<file path="src/rtl/sio_cfg_pkg.sv">
package sio_cfg_pkg;

  typedef enum logic [1:0] {
    LK_LOCKED = 2'd0,
    LK_ARMED  = 2'd1,
    LK_OPEN   = 2'd2
  } lockState_t;

  // write strobes from control to the register bank
  typedef struct packed {
    logic ldn;
    logic pwrDir;
    logic pwrAuto;
    logic softRst;
    logic devEn;
    logic baseHi;
    logic baseLo;
    logic devMode;
  } regStb_t;

  localparam logic [7:0] IDX_SOFTRST = 8'h02;
  localparam logic [7:0] IDX_LDN     = 8'h07;
  localparam logic [7:0] IDX_PWRDIR  = 8'h22;
  localparam logic [7:0] IDX_PWRAUTO = 8'h23;
  localparam logic [7:0] IDX_DEVEN   = 8'h30;
  localparam logic [7:0] IDX_BASEHI  = 8'h60;
  localparam logic [7:0] IDX_BASELO  = 8'h61;
  localparam logic [7:0] IDX_MODE    = 8'hF0;

  localparam int NUM_PWR = 2;

endpackage

</file>
<file path="src/rtl/sio_cfg_ctrl.sv">
module sio_cfg_ctrl
  import sio_cfg_pkg::*;
#(
  parameter int               ADDR_W   = 16,
  parameter logic [ADDR_W-1:0] CFG_PORT = 16'h03F0,
  parameter logic [7:0]       KEY_A    = 8'h51,
  parameter logic [7:0]       KEY_B    = 8'h23,
  parameter logic [7:0]       KEY_EXIT = 8'hBB
) (
  input  logic              clk,
  input  logic              rstN,
  input  logic [ADDR_W-1:0] ioAddr,
  input  logic              ioWr,
  input  logic              ioRd,
  input  logic [7:0]        ioWrData,
  input  logic              devSel,
  output regStb_t           stb,
  output logic              unlocked,
  output logic              cfgRead,
  output logic              dataRead,
  output logic [7:0]        index
);

  localparam logic [ADDR_W-1:0] DATA_PORT = ADDR_W'(CFG_PORT + 1);

  lockState_t lockQ, lockD;
  logic [7:0] idxQ;
  logic       cfgHit, dataHit, cfgWr, dataWr;

  assign cfgHit  = (ioAddr == CFG_PORT);
  assign dataHit = (ioAddr == DATA_PORT);
  assign cfgWr   = ioWr && cfgHit;

  always_comb begin
    lockD = lockQ;
    if (cfgWr) begin
      case (lockQ)
        LK_LOCKED: lockD = (ioWrData == KEY_A) ? LK_ARMED : LK_LOCKED;
        LK_ARMED: begin
          if (ioWrData == KEY_B)      lockD = LK_OPEN;
          else if (ioWrData == KEY_A) lockD = LK_ARMED;
          else                        lockD = LK_LOCKED;
        end
        LK_OPEN:   lockD = (ioWrData == KEY_EXIT) ? LK_LOCKED : LK_OPEN;
        default:   lockD = LK_LOCKED;
      endcase
    end
  end

  always_ff @(posedge clk or negedge rstN) begin
    if (!rstN) begin
      lockQ <= LK_LOCKED;
      idxQ  <= 8'h00;
    end else begin
      lockQ <= lockD;
      if (cfgWr && lockQ == LK_OPEN && ioWrData != KEY_EXIT)
        idxQ <= ioWrData;
    end
  end

  assign unlocked = (lockQ == LK_OPEN);
  assign index    = idxQ;
  assign cfgRead  = ioRd && cfgHit;
  assign dataRead = ioRd && dataHit;
  assign dataWr   = ioWr && dataHit && unlocked;

  always_comb begin
    stb         = '0;
    stb.ldn     = dataWr && (idxQ == IDX_LDN);
    stb.pwrDir  = dataWr && (idxQ == IDX_PWRDIR);
    stb.pwrAuto = dataWr && (idxQ == IDX_PWRAUTO);
    stb.softRst = dataWr && (idxQ == IDX_SOFTRST) && ioWrData[0];
    stb.devEn   = dataWr && devSel && (idxQ == IDX_DEVEN);
    stb.baseHi  = dataWr && devSel && (idxQ == IDX_BASEHI);
    stb.baseLo  = dataWr && devSel && (idxQ == IDX_BASELO);
    stb.devMode = dataWr && devSel && (idxQ == IDX_MODE);
  end

endmodule

</file>
<file path="src/rtl/sio_cfg_regs.sv">
module sio_cfg_regs
  import sio_cfg_pkg::*;
#(
  parameter logic [7:0] LPT_LDN     = 8'h03,
  parameter logic [7:0] BASE_HI_RST = 8'h03,
  parameter logic [7:0] BASE_LO_RST = 8'h78,
  parameter logic [7:0] MODE_RST    = 8'h00
) (
  input  logic        clk,
  input  logic        rstN,
  input  regStb_t     stb,
  input  logic [7:0]  wrData,
  input  logic [7:0]  index,
  input  logic        unlocked,
  input  logic        cfgRead,
  input  logic        dataRead,
  output logic [7:0]  rdData,
  output logic        devSel,
  output logic        softRstPend,
  output logic        devEnable,
  output logic [15:0] devBase,
  output logic [7:0]  devMode
);

  logic                    pendQ;
  logic [7:0]              ldnQ, baseHiQ, baseLoQ, modeQ;
  logic                    enQ;
  logic [NUM_PWR-1:0][7:0] pwrVal;
  logic [NUM_PWR-1:0]      pwrStb;

  assign pwrStb = {stb.pwrAuto, stb.pwrDir};

  always_ff @(posedge clk or negedge rstN) begin
    if (!rstN) pendQ <= 1'b0;
    else       pendQ <= stb.softRst && !pendQ;
  end

  always_ff @(posedge clk or negedge rstN) begin
    if (!rstN) begin
      ldnQ    <= 8'h00;
      enQ     <= 1'b0;
      baseHiQ <= BASE_HI_RST;
      baseLoQ <= BASE_LO_RST;
      modeQ   <= MODE_RST;
    end else if (pendQ) begin
      ldnQ    <= 8'h00;
      enQ     <= 1'b0;
      baseHiQ <= BASE_HI_RST;
      baseLoQ <= BASE_LO_RST;
      modeQ   <= MODE_RST;
    end else begin
      if (stb.ldn)     ldnQ    <= wrData;
      if (stb.devEn)   enQ     <= wrData[0];
      if (stb.baseHi)  baseHiQ <= wrData;
      if (stb.baseLo)  baseLoQ <= wrData;
      if (stb.devMode) modeQ   <= wrData;
    end
  end

  for (genvar g = 0; g < NUM_PWR; g++) begin : gPwr
    logic [7:0] q;
    always_ff @(posedge clk or negedge rstN) begin
      if (!rstN)          q <= 8'h00;
      else if (pendQ)     q <= 8'h00;
      else if (pwrStb[g]) q <= wrData;
    end
    assign pwrVal[g] = q;
  end

  assign devSel      = (ldnQ == LPT_LDN);
  assign softRstPend = pendQ;
  assign devEnable   = enQ;
  assign devBase     = {baseHiQ, baseLoQ};
  assign devMode     = modeQ;

  always_comb begin
    rdData = 8'h00;
    if (cfgRead) begin
      rdData = unlocked ? index : 8'hFF;
    end else if (dataRead) begin
      if (!unlocked) begin
        rdData = 8'hFF;
      end else begin
        case (index)
          IDX_SOFTRST: rdData = {7'd0, pendQ};
          IDX_LDN:     rdData = ldnQ;
          IDX_PWRDIR:  rdData = pwrVal[0];
          IDX_PWRAUTO: rdData = pwrVal[1];
          IDX_DEVEN:   rdData = devSel ? {7'd0, enQ} : 8'h00;
          IDX_BASEHI:  rdData = devSel ? baseHiQ : 8'h00;
          IDX_BASELO:  rdData = devSel ? baseLoQ : 8'h00;
          IDX_MODE:    rdData = devSel ? modeQ : 8'h00;
          default:     rdData = 8'h00;
        endcase
      end
    end
  end

endmodule

</file>
<file path="src/rtl/sio_cfg_port.sv">
module sio_cfg_port
  import sio_cfg_pkg::*;
#(
  parameter int               ADDR_W      = 16,
  parameter logic [ADDR_W-1:0] CFG_PORT    = 16'h03F0,
  parameter logic [7:0]       KEY_A       = 8'h51,
  parameter logic [7:0]       KEY_B       = 8'h23,
  parameter logic [7:0]       KEY_EXIT    = 8'hBB,
  parameter logic [7:0]       LPT_LDN     = 8'h03,
  parameter logic [7:0]       BASE_HI_RST = 8'h03,
  parameter logic [7:0]       BASE_LO_RST = 8'h78,
  parameter logic [7:0]       MODE_RST    = 8'h00
) (
  input  logic              clk,
  input  logic              rstN,
  input  logic [ADDR_W-1:0] ioAddr,
  input  logic              ioWr,
  input  logic              ioRd,
  input  logic [7:0]        ioWrData,
  output logic [7:0]        ioRdData,
  output logic              lptEnable,
  output logic [15:0]       lptBase,
  output logic [7:0]        lptMode
);

  regStb_t    stb;
  logic       unlocked, cfgRead, dataRead, devSel, softRstPend;
  logic [7:0] index;

  sio_cfg_ctrl #(
    .ADDR_W(ADDR_W), .CFG_PORT(CFG_PORT),
    .KEY_A(KEY_A), .KEY_B(KEY_B), .KEY_EXIT(KEY_EXIT)
  ) u_ctrl (
    .clk(clk), .rstN(rstN), .ioAddr(ioAddr), .ioWr(ioWr), .ioRd(ioRd),
    .ioWrData(ioWrData), .devSel(devSel), .stb(stb), .unlocked(unlocked),
    .cfgRead(cfgRead), .dataRead(dataRead), .index(index)
  );

  sio_cfg_regs #(
    .LPT_LDN(LPT_LDN), .BASE_HI_RST(BASE_HI_RST),
    .BASE_LO_RST(BASE_LO_RST), .MODE_RST(MODE_RST)
  ) u_regs (
    .clk(clk), .rstN(rstN), .stb(stb), .wrData(ioWrData), .index(index),
    .unlocked(unlocked), .cfgRead(cfgRead), .dataRead(dataRead),
    .rdData(ioRdData), .devSel(devSel), .softRstPend(softRstPend),
    .devEnable(lptEnable), .devBase(lptBase), .devMode(lptMode)
  );

endmodule

</file>
<file path="config.mk">
export PLATFORM = sky130hd
export DESIGN_NAME = sio_cfg_port
export DESIGN_NICKNAME = d
export VERILOG_FILES = /design/src/rtl/sio_cfg_pkg.sv /design/src/rtl/sio_cfg_ctrl.sv /design/src/rtl/sio_cfg_regs.sv /design/src/rtl/sio_cfg_port.sv
export SDC_FILE = /design/constraint.sdc
export NUM_CORES = 1
export LEC_CHECK = 0
export CAP_MARGIN = 0
export CORE_UTILIZATION = 56
export DETAILED_ROUTE_END_ITERATION = 6
export GPL_TIMING_DRIVEN = 0
export PLACE_DENSITY = 0.82
export SYNTH_ARGS = -nofsm -noshare
export SYNTH_HDL_FRONTEND = slang
export SYNTH_SLANG_ARGS = --single-unit
</file>
<file path="constraint.sdc">
create_clock -name clk -period 3.9 [get_ports clk]
set_clock_uncertainty 0.1 [all_clocks]
set_input_delay 0.78 -clock clk [delete_from_list [all_inputs] [get_ports clk]]
set_output_delay 0.78 -clock clk [all_outputs]
set_load 0.005 [all_outputs]
</file>
==> qor.txt <==
Status -> finished clean
Syn Area/Cell -> 10.8 um^2
Fin crit share -> 98.3%
Net Sw Frac -> 23.4%
Initial Util -> 58.1%
Worst EP required -> 3.02 ns
Post-synthesis xor/xnor area fraction -> 0%
CP most frequent cell -> clkdlybuf4s50_1
Initial antenna violation count -> 0
Max-slew violations -> 0
Total CTS buffers -> 9
Tot Pwr -> 1.17 mW
Simple logic cell fraction of the synthesized area -> 23.3%
Crit path DAT -> 2.95 ns
Clock share of power -> 41.0%
Hold Path Class -> primary input to async pin
Metal2 WL -> 4850 um
Min Tclk post-route -> 3.83 ns
Slowest CP cell -> clkdlybuf4s50_1
Synth Cell Area -> 3460 um^2
Post-synthesis adder-cell area fraction -> 0%
Final hold vios -> 0
Worst-Margin Slew -> 0.830 ns
Leakage -> 1.95 nW
Number of synthesized flops with an enable pin -> 0
DR vias/cell -> 6.41
Pwr per Cell Area -> 268 nW/um^2
Syn Nets -> 349
Hold WS -> 0.342 ns
Most frequent cells in the layout -> mux2i_1 (58), clkdlybuf4s50_1 (56), dfrtp_1 (54)
Top layer in use -> met4
Post-synthesis compound-gate area fraction -> 11.9%
Max IR drop VDD -> 197 uV
P_sw -> 0.275 mW
Number of global-route vias before repair -> 2972
Area of the core -> 5960 um^2
Metal-1 WL -> 4070 um
TritonRoute pass-1 iters -> 5
Top Ports -> 61
Starting DRT DRC Count -> 308
Clk Latency, worst-skew pair -> 0.34 ns
Slew headroom -> 44.2%
Row count -> 28
Die H -> 80.6 um
Residual DRC -> 0
Routed wire length -> 10000 um
Sequential area share after synthesis -> 43.6%
Fraction of registers with async set/reset -> 100%
GPL Wtd Cong -> 0.898
Max Buffers Root-to-Sink -> 2
Commonest non-fill, non-tap cell in the layout -> mux2i_1
CTS tree -> yes
Combinational power share -> 6.0%
WL met3 -> 791 um
Layout cells sized above 1 -> 14.5%
Post-DP HPWL -> 6820 um
Max cap viols -> 0
H-tree depth -> 3
Max Fanout on Critical Path -> 8
# setup viols final -> 0
Via Count -> 3044
Post-synthesis mux area share -> 18.7%
Warnings from Yosys -> 0
Area growth syn-to-layout -> 26.5%
Root Driver -> clkbuf_8
Die Wd -> 80.6 um
Post-DP Area -> 4140 um^2
Routed len/inst -> 21.1 um
First-pass GRT wire length -> 15400 um
Max Fclk -> 261 MHz
Internal cell power -> 0.899 mW
Syn Inst Count -> 321
Total inserted antenna cells -> 0
# port buffers -> 57
Final std cell area, no fill -> 4380 um^2
Overflow after GRT -> 0
Synth unique cells -> 45
Setup crit end kind -> output port
Sink Count -> 60
Antenna-violating nets left -> 0
Cts hold-fix bufs -> 0
Nets -> 423
GRT Overall Usage -> 32.7%
Largest net degree at the start of global routing -> 38
Startpoint type of the worst setup path -> primary input
Worst path cell trace -> clkdlybuf4s50_1 -> nor4b_4 -> nand4_1 -> buf_4 -> nor2_4 -> o21a_1 -> a221o_1 -> clkdlybuf4s50_1
Worst path max stage delay -> 0.52 ns
Reg2reg setup slack -> 1.34 ns
Critical path class -> primary input to output port
Sequential share of power -> 53.1%
#FFs+latches synth -> 60
Prevailing post-synth register cell -> dfrtp_1
Largest family of logic cells by synthesized area -> simple AND/OR/NAND/NOR gates
Clock-pin slew on the worst setup and hold paths -> 0.07 ns
Die Area -> 6500 um^2
==> routing by layer <==
metal	vias up	global-route usage (%)
met1	1511	42.8
met5	-	0
met4	0	12.0
met2	170	53.7
met3	38	5.91
li1	1325	-
==> cell type report <==
cell class                 count  area [um^2]
sequential                    60         1510
multi-input combinational    241         1900
inverter                       2         7.51
timing repair buffer          63          623
tap                           75         93.8
clock inverter                 3         15.0
buffer                        18         80.1
fill                         436         1580
clock buffer                  13          149
==> per-stage QoR <==
stage	std cells	setup WS (ns)	utilization, %	TNS (ns)
floorplan	321	1.09	-	0
global placement	453	-0.0942	69.3	-0.585
finish	475	0.0668	73.5	0
global route	475	-0.00166	73.5	-0.00166
CTS	472	0.0345	72.9	0
detailed placement	454	-0.163	69.5	-0.851
==> worst paths after layout <==
path,from,to,cells past startpoint
setup / recovery,ioAddr[2],ioRdData[6],8
hold / removal,rstN,u_regs.baseHiQ[7]$_DFFE_PN0P_,1
setup reg to reg,u_regs.ldnQ[4]$_DFFE_PN0P_,u_regs.baseHiQ[1]$_DFFE_PN1P_,5
hold reg to reg,u_ctrl.lockQ[0]$_DFFE_PN0P_,u_ctrl.lockQ[0]$_DFFE_PN0P_,2
max in group asynchronous,rstN,u_regs.baseLoQ[6]$_DFFE_PN1P_,2
min in group clk,u_ctrl.lockQ[0]$_DFFE_PN0P_,u_ctrl.lockQ[0]$_DFFE_PN0P_,2
==> flip-flops by register name, summed over array words and instances (netlist names) <==
signal / flops
u_regs.baseLoQ: 8
u_regs.gPwr.q: 16
u_regs.baseHiQ: 8
u_regs.devMode: 8
u_ctrl.index: 8
u_regs.softRstPend: 1
u_regs.devEnable: 1
u_ctrl.lockQ: 2
u_regs.ldnQ: 8
==> worst max-delay path, delay by kind of cell <==
family / cells / cell delay [ns]
AOI/OAI and AO/OA: 2 / 0.35
buffers and inverters: 3 / 1.15
and+or+nand+nor: 3 / 0.65
==> logic make-up after synthesis <==
kind of cell,after synthesis
compound gates,52
buf+inv,20
mux,64
simple gates,125
flops,60
==> power by group through the flow <==
| stage | Sequential [mW] | Combinational (mW) | Clock, mW |
|---|---|---|---|
| 5_1_grt | 0.622 | 0.0756 | 0.510 |
| 4_1_cts | 0.623 | 0.0689 | 0.482 |
| 3_5_place_dp | 0.634 | 0.0681 | 0 |
| 3_3_place_gp | 0.634 | 0.0652 | 0 |
| 2_1_floorplan | 0.634 | 0.0152 | 0 |
| 6_report | 0.623 | 0.0701 | 0.481 |
==> timing repair <==
action / CTS / global route
setup endpoints to repair: 8 / 8
resized for setup: 7 / 2
pin swaps: 2 / 3
setup buffers: 2 / 3
==> Yosys cell counts (2+ instances only) <==
cell / n / share of area [%]
nor3_2: 2 / 0.58
nor3b_1: 2 / 0.43
nor4_4: 5 / 3.1
o21a_1: 7 / 1.5
a221o_1: 7 / 2.0
dfstp_2: 6 / 4.6
or3_1: 2 / 0.36
nand3_2: 2 / 0.58
nand4_1: 4 / 0.72
buf_2: 3 / 0.43
o21ai_0: 8 / 1.2
nor3_1: 3 / 0.43
nor2b_1: 3 / 0.54
nand2_1: 10 / 1.1
nand3_1: 3 / 0.43
buf_1: 2 / 0.22
nor4b_4: 2 / 1.4
o22a_1: 3 / 0.76
inv_1: 2 / 0.22
dfrtp_1: 54 / 39
clkbuf_1: 12 / 1.3
nor4_1: 2 / 0.36
a22o_1: 9 / 2.3
nand2_2: 2 / 0.36
o2bb2ai_1: 7 / 1.8
mux2i_1: 58 / 17
nand2b_1: 30 / 5.4
mux2_2: 6 / 2.0
nor2_1: 43 / 4.7
a22oi_1: 7 / 1.5
(Power assumes the default switching activity.)
